**config.mk**
```make
export PLATFORM = sky130hd
export DESIGN_NAME = mrx_digit_sub
export DESIGN_NICKNAME = d
export VERILOG_FILES = /design/src/rtl/mrx_pkg.sv /design/src/rtl/mrx_digit_cell.sv /design/src/rtl/mrx_lead_find.sv /design/src/rtl/mrx_digit_sub.sv
export SDC_FILE = /design/constraint.sdc
export NUM_CORES = 1
export LEC_CHECK = 0
export BUFFER_PORTS_ARGS = -buffer_cell sky130_fd_sc_hd__buf_2
export CORE_MARGIN = 2
export CORE_UTILIZATION = 34
export DETAILED_ROUTE_END_ITERATION = 12
export SLEW_MARGIN = 20
export SYNTH_ARGS = -nofsm -noshare
export SYNTH_HDL_FRONTEND = slang
export SYNTH_SLANG_ARGS = --single-unit
```
**constraint.sdc**
```tcl
create_clock -name clk_i -period 2.74 [get_ports clk_i]
set_clock_uncertainty 0.2 [all_clocks]
set_input_delay 0.137 -clock clk_i [delete_from_list [all_inputs] [get_ports clk_i]]
set_output_delay 0.137 -clock clk_i [all_outputs]
set_load 0.005 [all_outputs]
```
**src/rtl/mrx_pkg.sv**
```systemverilog
package mrx_pkg;
  localparam int unsigned DIG_W   = 4;
  localparam int unsigned NUM_DIG = 6;
  localparam int unsigned IDX_W   = 3;
  localparam int unsigned LEAD_LO = 2;
  localparam int unsigned RAD_W   = DIG_W + 1;

  // active-low radix code; all ones on the pins means full 2^DIG_W
  function automatic logic [RAD_W-1:0] radix_decode(input logic [DIG_W-1:0] code_n);
    logic [DIG_W-1:0] v;
    v = ~code_n;
    return (v == '0) ? RAD_W'(1 << DIG_W) : RAD_W'(v);
  endfunction
endpackage

```
**src/rtl/mrx_digit_cell.sv**
```systemverilog
module mrx_digit_cell #(
  parameter int unsigned DIG_W = 4,
  parameter int unsigned RAD_W = DIG_W + 1
) (
  input  logic [DIG_W-1:0] a_n_i,
  input  logic [DIG_W-1:0] b_n_i,
  input  logic             brw_i,
  input  logic [RAD_W-1:0] radix_i,
  output logic [DIG_W-1:0] diff_o,
  output logic             brw_o,
  output logic             err_o
);
  localparam int unsigned T_W = RAD_W + 1;

  logic [DIG_W-1:0] a_v, b_v;
  logic [T_W-1:0]   t_raw, t_fix;

  always_comb begin
    a_v    = ~a_n_i;
    b_v    = ~b_n_i;
    t_raw  = T_W'(a_v) - T_W'(b_v) - T_W'(brw_i);
    brw_o  = t_raw[T_W-1];
    t_fix  = brw_o ? t_raw + T_W'(radix_i) : t_raw;
    diff_o = t_fix[DIG_W-1:0];
    err_o  = (RAD_W'(a_v) >= radix_i) || (RAD_W'(b_v) >= radix_i);
  end
endmodule

```
**src/rtl/mrx_lead_find.sv**
```systemverilog
module mrx_lead_find #(
  parameter int unsigned DIG_W   = 4,
  parameter int unsigned NUM_DIG = 6,
  parameter int unsigned IDX_W   = 3,
  parameter int unsigned LEAD_LO = 2
) (
  input  logic [NUM_DIG*DIG_W-1:0] res_i,
  output logic [DIG_W-1:0]         lead_dig_o,
  output logic [IDX_W-1:0]         lead_pos_o,
  output logic                     lead_zero_o
);
  // ascending scan: the highest non-zero digit is written last
  always_comb begin
    lead_dig_o  = '0;
    lead_pos_o  = '0;
    lead_zero_o = 1'b1;
    for (int i = LEAD_LO; i < NUM_DIG; i++) begin
      if (res_i[i*DIG_W +: DIG_W] != '0) begin
        lead_dig_o  = res_i[i*DIG_W +: DIG_W];
        lead_pos_o  = IDX_W'(i);
        lead_zero_o = 1'b0;
      end
    end
  end
endmodule

```
**src/rtl/mrx_digit_sub.sv**
```systemverilog
module mrx_digit_sub #(
  parameter int unsigned DIG_W   = mrx_pkg::DIG_W,
  parameter int unsigned NUM_DIG = mrx_pkg::NUM_DIG,
  parameter int unsigned IDX_W   = mrx_pkg::IDX_W,
  parameter int unsigned LEAD_LO = mrx_pkg::LEAD_LO
) (
  input  logic                     clk_i,
  input  logic                     rst_ni,
  input  logic                     dig_vld_i,
  input  logic [IDX_W-1:0]         dig_idx_i,
  input  logic [DIG_W-1:0]         a_n_i,
  input  logic [DIG_W-1:0]         b_n_i,
  input  logic                     bin_i,
  input  logic [DIG_W-1:0]         mod_n_i,
  output logic [NUM_DIG*DIG_W-1:0] res_o,
  output logic                     done_o,
  output logic [DIG_W-1:0]         lead_dig_o,
  output logic [IDX_W-1:0]         lead_pos_o,
  output logic                     lead_zero_o,
  output logic                     dig_err_o
);
  localparam int unsigned RAD_W = DIG_W + 1;
  localparam logic [IDX_W-1:0] LAST_IDX = IDX_W'(NUM_DIG - 1);

  logic             take, first, brw_q, brw_in, brw_out, cell_err, done_q, err_q;
  logic [RAD_W-1:0] radix_sel;
  logic [DIG_W-1:0] cell_diff;
  logic [DIG_W-1:0] res_q [NUM_DIG];

  assign take      = dig_vld_i && (dig_idx_i < IDX_W'(NUM_DIG));
  assign first     = (dig_idx_i == '0);
  assign brw_in    = first ? bin_i : brw_q;
  assign radix_sel = first ? mrx_pkg::radix_decode(mod_n_i) : RAD_W'(10);

  mrx_digit_cell #(.DIG_W(DIG_W), .RAD_W(RAD_W)) i_cell (
    .a_n_i   (a_n_i),
    .b_n_i   (b_n_i),
    .brw_i   (brw_in),
    .radix_i (radix_sel),
    .diff_o  (cell_diff),
    .brw_o   (brw_out),
    .err_o   (cell_err)
  );

  always_ff @(posedge clk_i or negedge rst_ni) begin
    if (!rst_ni) begin
      brw_q  <= 1'b0;
      done_q <= 1'b0;
      err_q  <= 1'b0;
    end else begin
      done_q <= take && (dig_idx_i == LAST_IDX);
      if (take) begin
        brw_q <= brw_out;
        err_q <= first ? cell_err : (err_q | cell_err);
      end
    end
  end

  for (genvar g = 0; g < NUM_DIG; g++) begin : g_dig
    always_ff @(posedge clk_i or negedge rst_ni) begin
      if (!rst_ni)                               res_q[g] <= '0;
      else if (take && dig_idx_i == IDX_W'(g))   res_q[g] <= cell_diff;
    end
    assign res_o[g*DIG_W +: DIG_W] = res_q[g];
  end

  mrx_lead_find #(
    .DIG_W(DIG_W), .NUM_DIG(NUM_DIG), .IDX_W(IDX_W), .LEAD_LO(LEAD_LO)
  ) i_lead (
    .res_i       (res_o),
    .lead_dig_o  (lead_dig_o),
    .lead_pos_o  (lead_pos_o),
    .lead_zero_o (lead_zero_o)
  );

  assign done_o    = done_q;
  assign dig_err_o = err_q;
endmodule

```
==> flow_metrics.py, run 1 <==
metrics = {
    "power": {
        "sw_frac_of_total_pct": 37.6,
        "p_per_area_nw_per_um2": 694,
        "power.total_uw": 1630,
        "combPwrFrac_pct": 45.5,
        "clockPowerShare_pct": 13.9,
        "leakage_uw": 0.00116,
        "p_seq_share_pct": 40.6,
        "p_int_uw": 1020,
        "ir_drop_uv": 233,
        "switching_power_uw": 613,
    },
    "floorplanning": {
        "ios": 53,
        "core-area_um2": 5070,
        "rows": 26,
        "initial_utilization_pct": 34.9,
        "die-area_um2": 5800,
        "dieWidth_um": 76.2,
        "die_h_um": 76.2,
    },
    "synthesis": {
        "synth_compound_area_share_pct": 16.2,
        "synth-xor-area-share_pct": 2.90,
        "synth-edff-count": 0,
        "synth_area_leaders": "dfrtp_1 38%, ha_1 12%, nor2_1 5.1%",
        "synth_area_um2": 1770,
        "synth_fa_ha_area_share_pct": 14.3,
        "ys_seq_elements": 27,
        "synth_top_area_cell": "dfrtp_1",
        "synth.area.mux_share_pct": 5.72,
        "synthCells": 192,
        "synth_cell_types": 40,
        "syn_nets": 230,
        "ys.flop_type": "dfrtp_1",
        "avgSynthCellArea_um2": 9.22,
        "synth-simple-area-share_pct": 18.5,
        "yosysWarnings": 0,
        "async_reset_ff_share_pct": 100,
        "synth_top_area_share_pct": 38.2,
        "synth_top_family_by_area": "simple AND/OR/NAND/NOR gates",
        "synth_seq_area_share_pct": 38.2,
    },
    "timing": {
        "fin_tns_setup_ps": 0,
        "slew-limit-headroom_pct": 57.4,
        "min_period_over_period_pct": 98.5,
        "setup_violations": 0,
        "rsz0062_at_grt": "true",
        "slew_violations": 0,
        "hold_violations": 0,
        "worst_slew_pin_slew_ps": 633,
        "max_freq_ghz": 0.371,
        "fin_crit_ps": 2700,
    },
    "critical_path": {
        "arrival_ps": 2700,
        "timing.rr.end": "res_o[11]$_DFFE_PN0P_",
        "start_kind": "register",
        "crit_type": "reg2reg",
        "worst-r2r-setup-slack_ps": 40,
        "r2r-start": "brw_q$_DFFE_PN0P_",
        "end_kind": "register",
        "cp_max_fo": 6,
        "required_ps": 2740,
        "rr_worst_depth": 11,
    },
    "placed_design": {
        "portBuffers": 52,
        "dpl.hpwl_um": 3390,
        "gp_congestion": 0.774,
    },
    "clocking": {
        "cts_sinks": 27,
        "clk_pin_slew_ps": 90,
        "tritoncts": "built",
        "clock_latency_ps": 270,
        "cts-htree-levels": 1,
        "cts_buffers": 3,
        "clock_path_buffers": 2,
        "cts-root-buf": "clkbuf_8",
    },
    "cells_and_area": {
        "post-route-util_pct": 46.3,
        "syn_to_final_growth_pct": 32.6,
        "layout_commonest_cell": "buf_2",
        "nNetsFinal": 303,
        "drive_gt1_share_pct": 34.8,
        "n_fill_cell": 526,
        "final_cell_mix": "52 x buf_2, 27 x dfrtp_1, 24 x nor2_1",
        "antennaDiodeCount": 0,
    },
    "worst_hold_path": {
        "hold_class": "in2reg",
        "holdPathEnd": "dig_err_o$_DFFE_PN0P_",
        "hold_depth": 3,
        "hold_start": "mod_n_i[0]",
    },
    "run_status": {
        "status": "complete, no violations",
    },
    "job": {
        "maxCapViolations": 0,
    },
    "global_route": {
        "grt_pass1_wl_um": 7350,
        "antenna_found_initial": 0,
        "grt_use_total_pct": 15.3,
        "overflow": 0,
        "grt_pass1_vias": 1503,
        "grt_start_max_net_pins": 28,
    },
    "drt": {
        "drtIter0Drc": 43,
        "drtPass1Iterations": 4,
        "ant_nets": 0,
        "avgRoutedWirePerCell_um": 13.0,
        "wirelength_um": 4340,
        "num_vias": 1599,
        "routed_via_density": 4.79,
        "drc": 0,
    },
}
-- worst max path at each step --
stage	from	to	cells after the start
final	brw_q$_DFFE_PN0P_	res_o[11]$_DFFE_PN0P_	11
after floorplan	dig_idx_i[0]	res_o[7]$_DFFE_PN0P_	12
after global routing	brw_q$_DFFE_PN0P_	res_o[3]$_DFFE_PN0P_	11
after CTS	brw_q$_DFFE_PN0P_	res_o[7]$_DFFE_PN0P_	11
after detailed placement	b_n_i[0]	res_o[7]$_DFFE_PN0P_	15
after global placement	b_n_i[0]	res_o[7]$_DFFE_PN0P_	15
-- worst max-delay path, cell delays in order, from the launching register on --
cell and delay (ps):
dfrtp_1 400, mux2_4 290, ha_4 170, ha_4 260
inv_2 40, ha_4 190, a21o_1 180, a21oi_2 180
xor2_2 160, nand2_1 60, mux2_4 320, a31oi_1 170
-- sequential cells by signal (all words and copies together) (netlist names) --
signal,flops
res_o,24
brw_q,1
dig_err_o,1
done_o,1
-- cell usage after synthesis (2+ instances only) --
cell type and instances:
nand3_1 2, dfrtp_1 27, clkbuf_1 2, mux2i_1 3, mux2_2 4, ha_1 17
a21o_1 2, nor2_1 24, a21oi_1 17, o21ai_0 16, xnor2_1 3, nor2b_1 2
inv_1 16, nand2b_1 10, fa_1 2, a31oi_1 4, nand2_1 15, nor4_1 4
-- through the flow --
step                instances  cell area, um2  hold WS [ps]  setup slack [ps]
floorplan                 192            1800          -359              15.8
global placement          327            2260         -18.1              -109
detailed placement        327            2260         -19.5              -182
CTS                       333            2320          24.6              21.6
global route              334            2350          52.8             -70.8
finish                    334            2350          19.1              41.8
-- logic make-up after synthesis --
logic type,after synthesis
compound gates,47
simple gates,66
buf+inv,19
flops,27
xor+xnor,5
fa+ha+maj,19
mux,9
-- power by group through the flow --
stage / logic [uW] / clock network, uW / registers [uW]
2_1_floorplan: 383 / 0 / 654
3_3_place_gp: 713 / 0 / 664
3_5_place_dp: 730 / 0 / 666
4_1_cts: 733 / 229 / 659
5_1_grt: 837 / 249 / 684
6_report: 741 / 227 / 661
-- routing by layer --
layer  GRT usage, %  wire length, um  vias to the layer above
met5              0                0                        -
met1           22.0             2160                      749
met3           2.37              157                        4
met2           24.6             1980                       38
li1               -                -                      808
met4           3.27               42                        0
-- cell type report --
cell class                 count  area [um2]  area share [%]
sequential                    27         676            28.8
inverter                      16        60.1            2.56
tap                           70        87.6            3.73
multi-input combinational    146        1070            45.6
timing repair buffer          71         408            17.4
clock buffer                   4        45.0            1.92
-- timing repair --
item                                    in CTS  in global routing
gates resized for setup                      0                  3
buffers inserted                             0                  1
endpoints found under the setup margin       0                  6
hold endpoints to repair                    28                  0
hold buffers                                 2                  0
(Power assumes the default switching activity.)
==> run 2, diff against run 1 <==
--- a/config.mk
+++ b/config.mk
@@ -8,5 +8,5 @@
 export BUFFER_PORTS_ARGS = -buffer_cell sky130_fd_sc_hd__buf_2
 export CORE_MARGIN = 2
-export CORE_UTILIZATION = 34
+export CORE_UTILIZATION = 28
 export DETAILED_ROUTE_END_ITERATION = 12
 export SLEW_MARGIN = 20
==> constraint.sdc (replaced) <==
create_clock -name clk_i -period 2.74 [get_ports clk_i]
set_clock_uncertainty 0.2 [all_clocks]
set_input_delay 0.685 -clock clk_i [delete_from_list [all_inputs] [get_ports clk_i]]
set_output_delay 0.685 -clock clk_i [all_outputs]
set_load 0.005 [all_outputs]
==> flow_metrics.py, run 2 (synthesis results as in run 1) <==
metrics = {
    "clocking": {
        "cts-htree-levels": 1,
        "clock_latency_ps": 270,
        "cts_sinks": 27,
        "clock_path_buffers": 2,
        "clk_pin_slew_ps": 100,
        "postCtsHoldBufs": 0,
        "tritoncts": "built",
        "cts-root-buf": "clkbuf_8",
        "cts_buffers": 3,
    },
    "critical_path": {
        "crit_family": "adder cells",
        "cp_cell_sequence": "buf_8 > inv_4 > ha_4 > inv_2 > fa_1 > inv_2 > ha_4 > inv_2 > ha_4 > a21o_1 > a21oi_2 > xor2_2 > nand2_1 > mux2_4 > a31oi_2",
        "slowest_delay_ps": 490,
        "crit_cells": 15,
        "r2r-start": "brw_q$_DFFE_PN0P_",
        "end_kind": "register",
        "arrival_ps": 3080,
        "endpoint": "res_o[23]$_DFFE_PN0P_",
        "crit_type": "in2reg",
        "required_ps": 2740,
        "worst-r2r-setup-slack_ps": 40,
        "start_kind": "primary input",
        "cp_num_buf_inv": 5,
        "crit_start": "b_n_i[0]",
        "rr_worst_depth": 11,
        "cp_max_fo": 6,
        "cpMaxStageDelayCell": "fa_1",
        "timing.rr.end": "res_o[23]$_DFFE_PN0P_",
    },
    "timing": {
        "setup_violations": 18,
        "fin_crit_ps": 3080,
        "slew_violations": 0,
        "min_period_over_period_pct": 113,
        "max_freq_ghz": 0.324,
        "setup_ws_ps": -344,
        "slew-limit-headroom_pct": 58.9,
        "worst_slew_pin_slew_ps": 616,
        "rsz0062_at_grt": "true",
        "hold_violations": 0,
    },
    "drt": {
        "wirelength_um": 4650,
        "routed_via_density": 4.69,
        "num_vias": 1661,
        "drc": 0,
        "ant_nets": 0,
        "drtPass1Iterations": 4,
        "avgRoutedWirePerCell_um": 13.1,
        "drtIter0Drc": 56,
    },
    "floorplanning": {
        "initial_utilization_pct": 29.4,
        "ios": 53,
        "die-area_um2": 6970,
        "die_h_um": 83.5,
        "core-area_um2": 6030,
        "dieWidth_um": 83.5,
        "rows": 28,
    },
    "placed_design": {
        "dp_slack_ps": -664,
        "portBuffers": 52,
        "gp_congestion": 0.807,
        "dpl.hpwl_um": 3610,
    },
    "cells_and_area": {
        "nNetsFinal": 318,
        "final_cell_mix": "50 x buf_2, 33 x buf_4, 27 x dfrtp_1",
        "drive_gt1_share_pct": 46.2,
        "antennaDiodeCount": 0,
        "layout_commonest_cell": "buf_2",
        "syn_to_final_growth_pct": 47.8,
        "largest_reg_flops": 24,
        "n_fill_cell": 605,
    },
    "run_status": {
        "violations": "setup timing",
        "status": "complete, but fails checks",
    },
    "power": {
        "p_per_area_nw_per_um2": 689,
        "power.total_uw": 1800,
        "ir_drop_uv": 345,
        "leakage_uw": 0.00126,
    },
    "global_route": {
        "overflow": 0,
        "grt_use_total_pct": 13.1,
        "antenna_found_initial": 0,
        "grt_pass1_vias": 1617,
        "grt_pass1_wl_um": 7640,
        "grt_start_max_net_pins": 28,
    },
    "job": {
        "maxCapViolations": 0,
    },
    "worst_hold_path": {
        "hold_class": "in2async",
    },
}
-- run 2: cell count changes in the layout (fill, tap and decap cells not counted), sizes merged --
cell / delta
buf: +17
dlygate4sd3: -2
clkbuf: -1
clkinvlp: +1
-- run 2: layout make-up --
cell class,instances,area [um2],area share (%)
Inverter,16,65.1,2.49
Clock buffer,3,41.3,1.58
Clock inverter,1,7.51,0.287
Sequential cell,27,676,25.8
Multi-Input combinational cell,146,1200,45.8
Timing Repair Buffer,86,536,20.5
Tap cell,75,93.8,3.59
-- run 2: worst min path at each step --
stage                               from                    end  slack (ps)  cells after the start
floorplan                         rst_ni      brw_q$_DFFE_PN0P_         190                      0
CTS                               rst_ni  res_o[20]$_DFFE_PN0P_         230                      1
global placement    res_o[0]$_DFFE_PN0P_   res_o[0]$_DFFE_PN0P_         270                      2
detailed placement  res_o[0]$_DFFE_PN0P_   res_o[0]$_DFFE_PN0P_         290                      2
global route                      rst_ni  res_o[20]$_DFFE_PN0P_         240                      1
finish                            rst_ni       done_o$_DFF_PN0_         210                      1
-- run 2: metrics by stage --
stage               setup TNS, ps  util [%]  instance area, um2  std cells  hold WS, ps
finish                      -2840      43.4                2620        354          212
global route                -3940      43.4                2620        354          239
CTS                         -3470      42.3                2550        353          232
detailed placement         -10690      40.3                2430        347          290
global placement           -10210      40.3                2430        347          267
floorplan                   -5170         -                1860        192          189
-- run 2: repair_timing --
action                                  in CTS  in global routing
pin swaps                                   14                 13
resized for setup                           19                  9
endpoints found under the setup margin      18                 24
buffers inserted                             2                  1
-- run 2: report_power, final --
group | internal, uW | switching [uW]
Clock | 103 | 133
Combinational | 487 | 423
Sequential | 535 | 122
Total | 1130 | 678
-- run 2: metal layers --
metal	part of all wire, %	vias to the layer above	GRT usage (%)
met5	0	-	0
met4	0	0	1.32
met3	5.1	0	2.37
met2	47	48	21.8
met1	48	772	18.4
li1	-	841	-
